[config.mk]
export PLATFORM = sky130hd
export DESIGN_NAME = dual_sp_bank
export DESIGN_NICKNAME = d
export VERILOG_FILES = /design/src/rtl/sp_bank_pkg.sv /design/src/rtl/sp_role_ctrl.sv /design/src/rtl/sp_wr_arb.sv /design/src/rtl/sp_reg.sv /design/src/rtl/dual_sp_bank.sv
export SDC_FILE = /design/constraint.sdc
export NUM_CORES = 1
export LEC_CHECK = 0
export ABC_CLOCK_PERIOD_IN_PS = 3200
export BUFFER_PORTS_ARGS = -buffer_cell sky130_fd_sc_hd__buf_4
export CAP_MARGIN = 30
export CORE_ASPECT_RATIO = 0.5
export CORE_UTILIZATION = 55
export CTS_CLUSTER_DIAMETER = 120
export CTS_CLUSTER_SIZE = 14
export DETAILED_ROUTE_END_ITERATION = 8
export PLACE_DENSITY_LB_ADDON = 0.05
export SYNTH_ARGS = -nofsm -noshare
export SYNTH_HDL_FRONTEND = slang
export SYNTH_SLANG_ARGS = --single-unit
export TNS_END_PERCENT = 10
[constraint.sdc]
create_clock -name clk -period 3.2 [get_ports clk]
set_clock_uncertainty 0.05 [all_clocks]
set_input_delay 0.32 -clock clk [delete_from_list [all_inputs] [get_ports clk]]
set_output_delay 0.32 -clock clk [all_outputs]
set_load 0.02 [all_outputs]
[src/rtl/sp_bank_pkg.sv]
package sp_bank_pkg;

    localparam int SP_W_DEF = 32;
    localparam int NUM_SP   = 2;

    typedef enum logic {
        IDX_ACTIVE = 1'b0,
        IDX_OTHER  = 1'b1
    } sp_idx_e;

    // Physical register number addressed by a role index, given the active select.
    function automatic logic phys_of(input logic act_sel, input sp_idx_e idx);
        return (idx == IDX_OTHER) ? ~act_sel : act_sel;
    endfunction

endpackage

[src/rtl/sp_role_ctrl.sv]
module sp_role_ctrl (
    input  logic clk,
    input  logic rst,
    input  logic sup_i,
    output logic mode_q,
    output logic act_sel_q
);
    // a mode change only toggles which physical register plays the active role.
    always_ff @(posedge clk) begin
        if (rst) begin
            mode_q    <= 1'b1;   // reset is supervisor mode
            act_sel_q <= 1'b0;
        end else if (sup_i != mode_q) begin
            mode_q    <= sup_i;
            act_sel_q <= ~act_sel_q;
        end
    end
endmodule

[src/rtl/sp_wr_arb.sv]
module sp_wr_arb
    import sp_bank_pkg::*;
#(
    parameter int SP_W = SP_W_DEF
) (
    input  logic                         act_sel,
    input  logic                         dp_we,
    input  logic [SP_W-1:0]              dp_wdata,
    input  logic                         dbg_we,
    input  sp_idx_e                      dbg_idx,
    input  logic [SP_W-1:0]              dbg_wdata,
    output logic [NUM_SP-1:0]            we,
    output logic [NUM_SP-1:0][SP_W-1:0]  wdata
);
    logic dbg_phys;
    assign dbg_phys = phys_of(act_sel, dbg_idx);

    for (genvar i = 0; i < NUM_SP; i++) begin : g_port
        logic dp_hit, dbg_hit;
        always_comb begin
            dp_hit   = dp_we  && (act_sel  == 1'(i));
            dbg_hit  = dbg_we && (dbg_phys == 1'(i));
            we[i]    = dp_hit | dbg_hit;
            // debug data wins on a shared target
            wdata[i] = dbg_hit ? dbg_wdata : dp_wdata;
        end
    end
endmodule

[src/rtl/sp_reg.sv]
module sp_reg #(
    parameter int SP_W = 32
) (
    input  logic            clk,
    input  logic            rst,
    input  logic            we,
    input  logic [SP_W-1:0] wdata,
    output logic [SP_W-1:0] q
);
    always_ff @(posedge clk) begin
        if (rst)     q <= '0;
        else if (we) q <= wdata;
    end
endmodule

[src/rtl/dual_sp_bank.sv]
module dual_sp_bank
    import sp_bank_pkg::*;
#(
    parameter int SP_W = SP_W_DEF
) (
    input  logic            clk,
    input  logic            rst,
    input  logic            sup_i,
    input  logic            dp_we_i,
    input  logic [SP_W-1:0] dp_wdata_i,
    output logic [SP_W-1:0] dp_sp_o,
    input  logic            dbg_we_i,
    input  logic            dbg_idx_i,
    input  logic [SP_W-1:0] dbg_wdata_i,
    output logic [SP_W-1:0] dbg_rdata_o
);
    logic                         mode_q;
    logic                         act_sel;
    logic [NUM_SP-1:0]            reg_we;
    logic [NUM_SP-1:0][SP_W-1:0]  reg_wdata;
    logic [NUM_SP-1:0][SP_W-1:0]  reg_q;
    logic [SP_W-1:0]              act_val;
    logic [SP_W-1:0]              oth_val;
    sp_idx_e                      dbg_idx;

    assign dbg_idx = sp_idx_e'(dbg_idx_i);

    sp_role_ctrl u_role (
        .clk       (clk),
        .rst       (rst),
        .sup_i     (sup_i),
        .mode_q    (mode_q),
        .act_sel_q (act_sel)
    );

    sp_wr_arb #(.SP_W(SP_W)) u_arb (
        .act_sel   (act_sel),
        .dp_we     (dp_we_i),
        .dp_wdata  (dp_wdata_i),
        .dbg_we    (dbg_we_i),
        .dbg_idx   (dbg_idx),
        .dbg_wdata (dbg_wdata_i),
        .we        (reg_we),
        .wdata     (reg_wdata)
    );

    for (genvar i = 0; i < NUM_SP; i++) begin : g_sp
        sp_reg #(.SP_W(SP_W)) u_reg (
            .clk   (clk),
            .rst   (rst),
            .we    (reg_we[i]),
            .wdata (reg_wdata[i]),
            .q     (reg_q[i])
        );
    end

    assign act_val     = reg_q[act_sel];
    assign oth_val     = reg_q[~act_sel];
    assign dp_sp_o     = act_val;
    assign dbg_rdata_o = (dbg_idx == IDX_OTHER) ? oth_val : act_val;
endmodule

==> metrics.md, run 1 <==
| Metric | Value |
|---|---|
| Status | `complete, no violations` |
| Critical path capture point type | `primary output` |
| Layout cells sized above 1 | `30.1%` |
| CTS tree | `built` |
| Post-cts hold buffer count | `0` |
| Crit start category | `flop` |
| Port Buffer Count | `~130` |
| Via/cell ratio | `approximately 5.7` |
| Cell family with most CP delay | `XOR/XNOR gates` |
| Hold Fails Final Rpt | `0` |
| Pleak | `0.00236 uW` |
| Maximum number of pins on one net before global-route repair | `67` |
| Die Area | `~7400 sq um` |
| Final TNS setup | `0 ns` |
| Clk slew on worst S/H paths | `about 0.050 ns` |
| Fin crit period | `about 2.6 ns` |
| Seq/Total Area, Yosys | `between 30 and 40%` |
| Ports placed on the boundary | `around 130` |
| Fmax | `0.381 GHz` |
| P&R area growth vs syn | `33.9%` |
| R2R depth | `4` |
| CTS root buf | `clkbuf_16` |
| Cell Area, Synth | `~3900 sq um` |
| Crit path largest cell delay | `about 0.71 ns` |
| RSZ-0062 raised after global routing | `no` |
| Hold Crit Start | `sup_i` |
| Insertion delay to the later sink of the worst-skew pair | `0.33 ns` |
| First-pass GRT wire length | `between 15,000 and 20,000 um` |
| Critical path's slowest cell | `xnor2_4` |
| GPL Wtd Cong | `just under 0.9` |
| Final Max Tran Viols | `0` |
| Most frequent cells in the layout | `nand2_1 (227), buf_4 (144), nor2_1 (65), dfxtp_1 (65), a311oi_1 (64)` |
| CTS resizes | `0` |
| Vias in the first global route | `3,759` |
| Setup crit start | `u_role.act_sel_q` |
| Synth Instances | `approximately 540` |
| FF-to-FF End | `g_sp[0].u_reg.q[15]` |
| Clk sink count | `between 60 and 70` |
| Yosys cell types | `17` |
| Setup CP Type | `flop to primary output` |
| DR vias | `between 4,000 and 5,000` |
| Final Setup Violations | `0` |
| Post-CTS Repair Setup Buffers | `0` |
| Flops & latches, synth | `66` |
| Most common cell after layout, fill and taps aside | `nand2_1` |
| Post-detail-place hpwl | `7360 um` |
| Cell depth of the worst setup path | `5` |
| Antenna diode count | `0` |
| H-tree depth | `3` |
| Die Wd | `roughly 120 um` |
| GRT overflow | `0` |
| RR Startpoint | `u_role.act_sel_q` |
| Share of the synthesized area in the top cell type | `between 30 and 40%` |
| Pwr Density | `about 630 nW/um^2` |
| Layout Nets | `720` |
| Antenna violations before repair | `0` |
| Buf/Inv on CP | `2` |
| GRT Overall Usage | `between 30% and 40%` |
| Final hold slack | `0.155 ns` |
| Routed Wire Length | `~11,000 um` |
| Peak supply drop | `~320 uV` |
| Site Rows | `21` |
| Worst hold path class | `input port to flop` |
| Rel. slew slack | `41.3%` |
| Crit path cell chain | `xnor2_4 -> buf_4 -> nand2_1 -> nand2_1 -> buf_4` |
| WL/cell | `between 15 and 20 um` |
| Clock Tree Buf Depth | `2` |
| Syn Nets | `about 610` |
| Synth area leader | `dfxtp_1` |
| Pre-Repair DR Iteration Count | `5` |
| Syn. warnings | `0` |
| Worst Setup EP | `dbg_rdata_o[21]` |
| Number of remaining DRC errors | `0` |
| Max cap viols | `0` |
| CTS buffer count | `9` |
| R2R Setup Slk | `between 0.7 and 0.8 ns` |
| Number of DRC markers in iteration 0 | `between 400 and 500` |
| Chip Height | `~61 um` |
| Crit path required time | `roughly 2.8 ns` |
| Final period util | `82.0%` |
| Initial Util | `57.4%` |
| Crit-path max FO | `34` |
| Core Area | `6750 sq um` |
| ANT nets after route | `0` |
| Syn Area/Cell | `7.15 sq um` |
| Area contributors post-synth | `dfxtp_1 (34%), nand2_1 (22%), a311oi_1 (14%), mux2_2 (9.3%), nor2_1 (6.3%)` |
| Worst-Margin Slew | `between 0.8 and 0.9 ns` |
| CP arrival | `2.25 ns` |
==> flip-flops by register name, indices dropped and copies added (netlist names) <==
| register | flops |
|---|---|
| u_role.mode_q | 1 |
| u_role.act_sel_q | 1 |
| g_sp.u_reg.q | 64 |
==> per-layer routing <==
metal / GRT usage, % / vias up / wire length (um)
li1: - / 2040 / -
met1: 41.5 / 2011 / 5090
met2: 51.7 / 227 / 5280
met3: 7.22 / 16 / 962
met4: 12.5 / 0 / 151
met5: 0 / - / 0
==> final cells by class <==
class	count	area (sq um)
clock buffer	12	256
clock inverter	4	73.8
fill	543	1560
multi-input combinational	428	2320
sequential	66	1320
tap	92	115
timing repair buffer	145	1100
==> worst min-delay path by stage <==
stage / end / slack [ns] / depth (start not counted)
after global placement: u_role.act_sel_q / 0.43 / 2
after CTS: u_role.mode_q / 0.14 / 2
after floorplan: u_role.mode_q / 0.38 / 1
after detailed placement: g_sp[1].u_reg.q[18] / 0.43 / 2
after global routing: u_role.mode_q / 0.16 / 2
final: u_role.mode_q / 0.15 / 2
==> power by group <==
part           leakage (uW)  internal (uW)  total (uW)  switching (uW)
sequential         0.000547            937        1020            85.4
combinational       0.00165            480        1150             671
clock              0.000163            724        1090             364
total               0.00236           2140        3260            1120
==> per-stage QoR <==
| stage | instances | power, uW | area [sq um] | setup WS (ns) | util [%] |
|---|---|---|---|---|---|
| finish | 747 | 3260 | 5190 | 0.577 | 76.9 |
| CTS | 747 | 3260 | 5190 | 0.606 | 76.9 |
| global route | 747 | 3420 | 5190 | 0.420 | 76.9 |
| global placement | 731 | 2160 | 4860 | 0.759 | 72.0 |
| floorplan | 542 | 1760 | 3880 | 1.66 | - |
| detailed placement | 731 | 2180 | 4860 | 0.699 | 72.0 |
==> cell usage after synthesis (all sizes together) <==
cell type / number
nand2: 227
dfxtp: 66
nor2: 65
a311oi: 64
buf: 35
mux2: 32
nand2b: 28
clkbuf: 13
or2b: 5
xnor2: 2
xor2: 2
and2: 1
nor2b: 1
or2: 1
==> logic make-up after synthesis <==
logic type             Yosys count  synth area share [%]
XOR/XNOR                         4                  1.10
multiplexers                    32                  9.29
AO/OA/AOI/OAI                   64                  14.5
flip-flops                      66                  34.1
AND/OR/NAND/NOR                328                  34.2
buffers and inverters           48                  6.84
Note: power is estimated with default switching activity, not from simulation.
==> run 2: changes to the inputs <==
Settings changed: ABC_CLOCK_PERIOD_IN_PS 3200 to 2300, CORE_UTILIZATION 55 to 46.
Clock period 3.2 ns to 2.3 ns, I/O delays scaled along.
==> metrics.md, run 2 (synthesis results as in run 1) <==
| Metric | Value |
|---|---|
| Critical path capture point type | `primary output` |
| Max reg flops | `64` |
| Site Rows | `23` |
| Maximum number of pins on one net before global-route repair | `between 60 and 70` |
| Fmax | `about 0.46 GHz` |
| Crit path required time | `2.02 ns` |
| Net switching power | `roughly 1500 uW` |
| Insertion delay to the later sink of the worst-skew pair | `~0.32 ns` |
| Clk slew on worst S/H paths | `0.05 ns` |
| Antenna diode count | `0` |
| CTS tree | `built` |
| CP arrival | `about 1.9 ns` |
| Number of DRC markers in iteration 0 | `approximately 290` |
| Peak supply drop | `477 uV` |
| Die Wd | `roughly 130 um` |
| Sw Ratio | `about a third` |
| First-pass GRT wire length | `approximately 19,000 um` |
| Seq pwr share | `a little under a third` |
| Layout cells sized above 1 | `a little under a third` |
| Setup CP Type | `flop to primary output` |
| Post-route cell area | `5270 sq um` |
| GRT Overall Usage | `27.5%` |
| Final Setup Violations | `0` |
| Fin crit period | `between 2 and 2.5 ns` |
| Largest registers | `g_sp.u_reg.q (64), u_role.act_sel_q (1), u_role.mode_q (1)` |
| Final Max Tran Viols | `0` |
| Hold Fails Final Rpt | `0` |
| Ports placed on the boundary | `~130` |
| Final hold slack | `approximately 0.072 ns` |
| GRT overflow | `0` |
| Routed Wire Length | `between 10,000 and 15,000 um` |
| Number of remaining DRC errors | `0` |
| Status | `complete, no violations` |
| Comb pwr share | `36.2%` |
| Placed inst area | `around 5000 sq um` |
| P&R area growth vs syn | `36.0%` |
| Clock Tree Buf Depth | `2` |
| ANT nets after route | `0` |
| Worst-Margin Slew | `0.743 ns` |
| Final TNS setup | `0 ns` |
| Antenna violations before repair | `0` |
| WL/cell | `15.3 um` |
| CTS root buf | `clkbuf_16` |
| Most common cell after layout, fill and taps aside | `nand2_1` |
| RSZ-0062 raised after global routing | `yes` |
| Crit start category | `flop` |
| Rel. slew slack | `50.4%` |
| Clock power frac | `about a third` |
| Layout Nets | `between 700 and 800` |
| DR vias | `around 4,200` |
| GPL Wtd Cong | `a little over 0.8` |
| CTS buffer count | `9` |
| Crit-path max FO | `13` |
| Port Buffer Count | `~130` |
| Max cap viols | `0` |
| H-tree depth | `3` |
| Post-detail-place hpwl | `between 7000 and 8000 um` |
| Final period util | `a little over nine tenths` |
| Largest reg by FF count | `g_sp.u_reg.q` |
| Pleak | `between 0.002 and 0.0025 uW` |
| Initial Util | `between 40 and 50%` |
| Die Area | `around 8800 sq um` |
| Pwr Density | `854 nW/um^2` |
| Most frequent cells in the layout | `nand2_1 (227), buf_4 (149), nor2_1 (65), dfxtp_1 (65), a311oi_1 (64)` |
| Worst hold path class | `input port to flop` |
| Via/cell ratio | `between 5 and 6` |
| Pint | `roughly 3000 uW` |
| Chip Height | `~67 um` |
| Post-CTS Repair Setup Buffers | `0` |
| Clk sink count | `66` |
| Pre-Repair DR Iteration Count | `5` |
| Core Area | `slightly above 8000 sq um` |
| Vias in the first global route | `between 3,000 and 4,000` |
## run 2: power groups by stage
stage	sequential (uW)	clock, uW	combinational, uW
2_1_floorplan	1400	0	1040
6_report	1440	1440	1630
3_3_place_gp	1450	0	1620
3_5_place_dp	1460	0	1620
4_1_cts	1430	1460	1630
5_1_grt	1460	1510	1760
## run 2: routing by layer
metal	share of wire, %	track usage (%)	vias up
met2	45	45.3	167
li1	-	-	2049
met5	0	0	-
met3	6.9	5.71	9
met4	0.73	7.85	0
met1	47	36.4	1927
## run 2: critical path, stage by stage, from the launching register on
cell and delay [ns]:
dfxtp_2 0.63, xor2_4 0.40, buf_4 0.27, nand2_1 0.07, nand2_1 0.07, buf_4 0.13
## run 2: area by class of cell
type,instances,area (sq um)
clock buffers,15,288
clock inverters,1,30.0
fillers,699,2810
multi-input cells,428,2320
flip-flops and latches,66,1320
well taps,112,140
repair buffers,152,1170
## run 2: metrics by stage
step / util [%] / setup WS (ns) / total power (uW) / std cells
after global routing: 65.2 / -0.00450 / 4720 / 774
after detailed placement: 61.2 / 0.267 / 3080 / 758
after global placement: 61.2 / 0.309 / 3070 / 758
after floorplan: - / 0.854 / 2440 / 542
final: 65.2 / 0.113 / 4500 / 774
after CTS: 65.2 / 0.0418 / 4520 / 774
## run 2: worst paths after layout
path / startpoint / endpoint / slack [ns] / cells after the start
worst max-delay path: u_role.act_sel_q / dbg_rdata_o[13] / 0.11 / 5
worst min-delay path: sup_i / u_role.mode_q / 0.07 / 2
worst max register to register: u_role.act_sel_q / g_sp[1].u_reg.q[13] / 0.29 / 5
worst min register to register: g_sp[0].u_reg.q[28] / g_sp[0].u_reg.q[28] / 0.44 / 2
## run 2: repair_timing
action                                  4_1_cts  5_1_grt
gates resized for setup                       0        1
hold buffers                                  0        0
endpoints found under the setup margin        0       30
==> run 3: changes to the inputs <==
Settings changed: CORE_UTILIZATION 46 to 32.
==> metrics.md, run 3 (synthesis results as in run 1) <==
| Metric | Value |
|---|---|
| Number of DRC markers in iteration 0 | `~250` |
| Core Area | `between 10,000 and 15,000 sq um` |
| Post-detail-place hpwl | `8500 um` |
| Worst-Margin Slew | `around 0.97 ns` |
| Port Buffer Count | `around 130` |
| CTS tree | `built` |
| Most Frequent Cell on Critical Path | `nand2_1` |
| Critical path capture point type | `primary output` |
| Final Setup Violations | `0` |
| Net switching power | `about 1500 uW` |
| Layout Nets | `726` |
| GRT overflow | `0` |
| Crit path largest cell delay | `0.75 ns` |
| Peak supply drop | `around 350 uV` |
| RSZ-0062 raised after global routing | `yes` |
| Seq pwr share | `about a third` |
| Fill cell count | `1,164` |
| Clk slew on worst S/H paths | `approximately 0.05 ns` |
| Die Wd | `between 150 and 200 um` |
| Comb pwr share | `roughly 37%` |
| ANT nets after route | `0` |
| R2R Setup Slk | `about 0.36 ns` |
| Crit path cell chain | `xnor2_4 -> buf_12 -> nand2_1 -> nand2_1 -> buf_6` |
| Cell family with most CP delay | `XOR/XNOR gates` |
| Most common cell after layout, fill and taps aside | `nand2_1` |
| Antenna diode count | `0` |
| First-pass GRT wire length | `between 20,000 and 25,000 um` |
| WL/cell | `approximately 15 um` |
| GPL Wtd Cong | `between 0.7 and 0.8` |
| Final Max Tran Viols | `0` |
| Largest reg by FF count | `g_sp.u_reg.q` |
| Max cap viols | `0` |
| Final std cells w/o fill | `between 800 and 900` |
| Number of remaining DRC errors | `0` |
| Placed cells | `804` |
| Fin crit period | `2.22 ns` |
| Via/cell ratio | `4.94` |
| Chip Height | `between 70 and 80 um` |
| Layout cells sized above 1 | `a little over 30%` |
| Sw Ratio | `34.4%` |
| Critical path's slowest cell | `xnor2_4` |
| Rel. slew slack | `35.4%` |
| Worst hold path class | `input port to flop` |
| Final TNS setup | `0 ns` |
| Crit-path max FO | `29` |
| Largest registers | `g_sp.u_reg.q (64), u_role.act_sel_q (1), u_role.mode_q (1)` |
| Vias in the first global route | `a little under 4,000` |
| Layout Utilization | `47.0%` |
| Clock Tree Buf Depth | `2` |
| Pint | `just under 3000 uW` |
| Maximum number of pins on one net before global-route repair | `67` |
| Routed Wire Length | `12,500 um` |
| Pleak | `0.00239 uW` |
| Site Rows | `27` |
| Max reg flops | `64` |
| Hold Fails Final Rpt | `0` |
| Die Area | `about 13,000 sq um` |
| Status | `complete, no violations` |
| Clock power frac | `about 31%` |
| Crit path required time | `between 2 and 2.5 ns` |
| Most frequent cells in the layout | `nand2_1 (227), buf_4 (141), nor2_1 (65), dfxtp_1 (65), a311oi_1 (64)` |
| Setup CP Type | `flop to primary output` |
| CTS root buf | `clkbuf_16` |
| Post-cts hold buffer count | `0` |
| CP arrival | `~1.9 ns` |
| Initial Util | `about a third` |
| DR vias | `just over 4,000` |
| Pre-Repair DR Iteration Count | `4` |
| Antenna violations before repair | `0` |
| CTS buffer count | `9` |
| H-tree depth | `3` |
| Crit start category | `flop` |
| Final period util | `between 90% and 100%` |
| Insertion delay to the later sink of the worst-skew pair | `0.32 ns` |
| Clk sink count | `66` |
| Ports placed on the boundary | `between 100 and 150` |
| Fmax | `0.450 GHz` |
| P&R area growth vs syn | `38.0%` |
| Pwr Density | `between 800 and 900 nW/um^2` |
| GRT Overall Usage | `20.6%` |
| Buf/Inv on CP | `2` |
-- run 3: area by class of cell --
| type | instances | area (sq um) | share of cell area [%] |
|---|---|---|---|
| clock buffers | 13 | 270 | 5.05 |
| repair buffers | 151 | 1200 | 22.4 |
| flip-flops and latches | 66 | 1320 | 24.7 |
| multi-input cells | 428 | 2330 | 43.5 |
| clock inverters | 2 | 35.0 | 0.655 |
| well taps | 159 | 199 | 3.72 |
-- run 3: stage by stage --
step	worst slack [ns]	instance area (sq um)	hold WS (ns)	total power, uW
floorplan	0.854	3880	0.287	2440
global placement	0.315	5020	0.387	3110
detailed placement	0.344	5020	0.387	3100
CTS	0.0234	5330	0.0523	4520
global route	-0.0341	5350	0.0434	4750
finish	0.0763	5350	0.0619	4480
-- run 3: power groups by stage --
stage	clock [uW]	sequential (uW)	combinational [uW]
after floorplan	0	1400	1040
after global placement	0	1440	1670
after detailed placement	0	1440	1660
after CTS	1430	1420	1670
after global routing	1490	1440	1830
final	1400	1420	1670
-- run 3: what timing repair did --
action	CTS	global route
resized for setup	0	7
setup endpoints to repair	0	37
setup buffers	0	0
-- run 3: worst paths after layout --
check,from,cells past startpoint,end
max,u_role.act_sel_q,5,dbg_rdata_o[20]
min reg2reg,g_sp[1].u_reg.q[10],2,g_sp[1].u_reg.q[10]
min,sup_i,2,u_role.mode_q
max reg2reg,u_role.act_sel_q,5,g_sp[0].u_reg.q[30]
-- run 3: metal layers --
| layer | track usage, % | vias up | part of all wire [%] |
|---|---|---|---|
| li1 | - | 2042 | - |
| met1 | 28.3 | 1872 | 48 |
| met2 | 32.9 | 129 | 44 |
| met3 | 4.72 | 4 | 6.9 |
| met4 | 3.79 | 0 | 0.34 |
| met5 | 0 | - | 0 |
-- run 3: worst reg2reg max path, cell delays in order, from the launching register on --
cell	delay [ns]
dfxtp_2	0.37
buf_4	0.34
nand2b_1	0.44
buf_4	0.29
nand2_1	0.07
a311oi_1	0.27
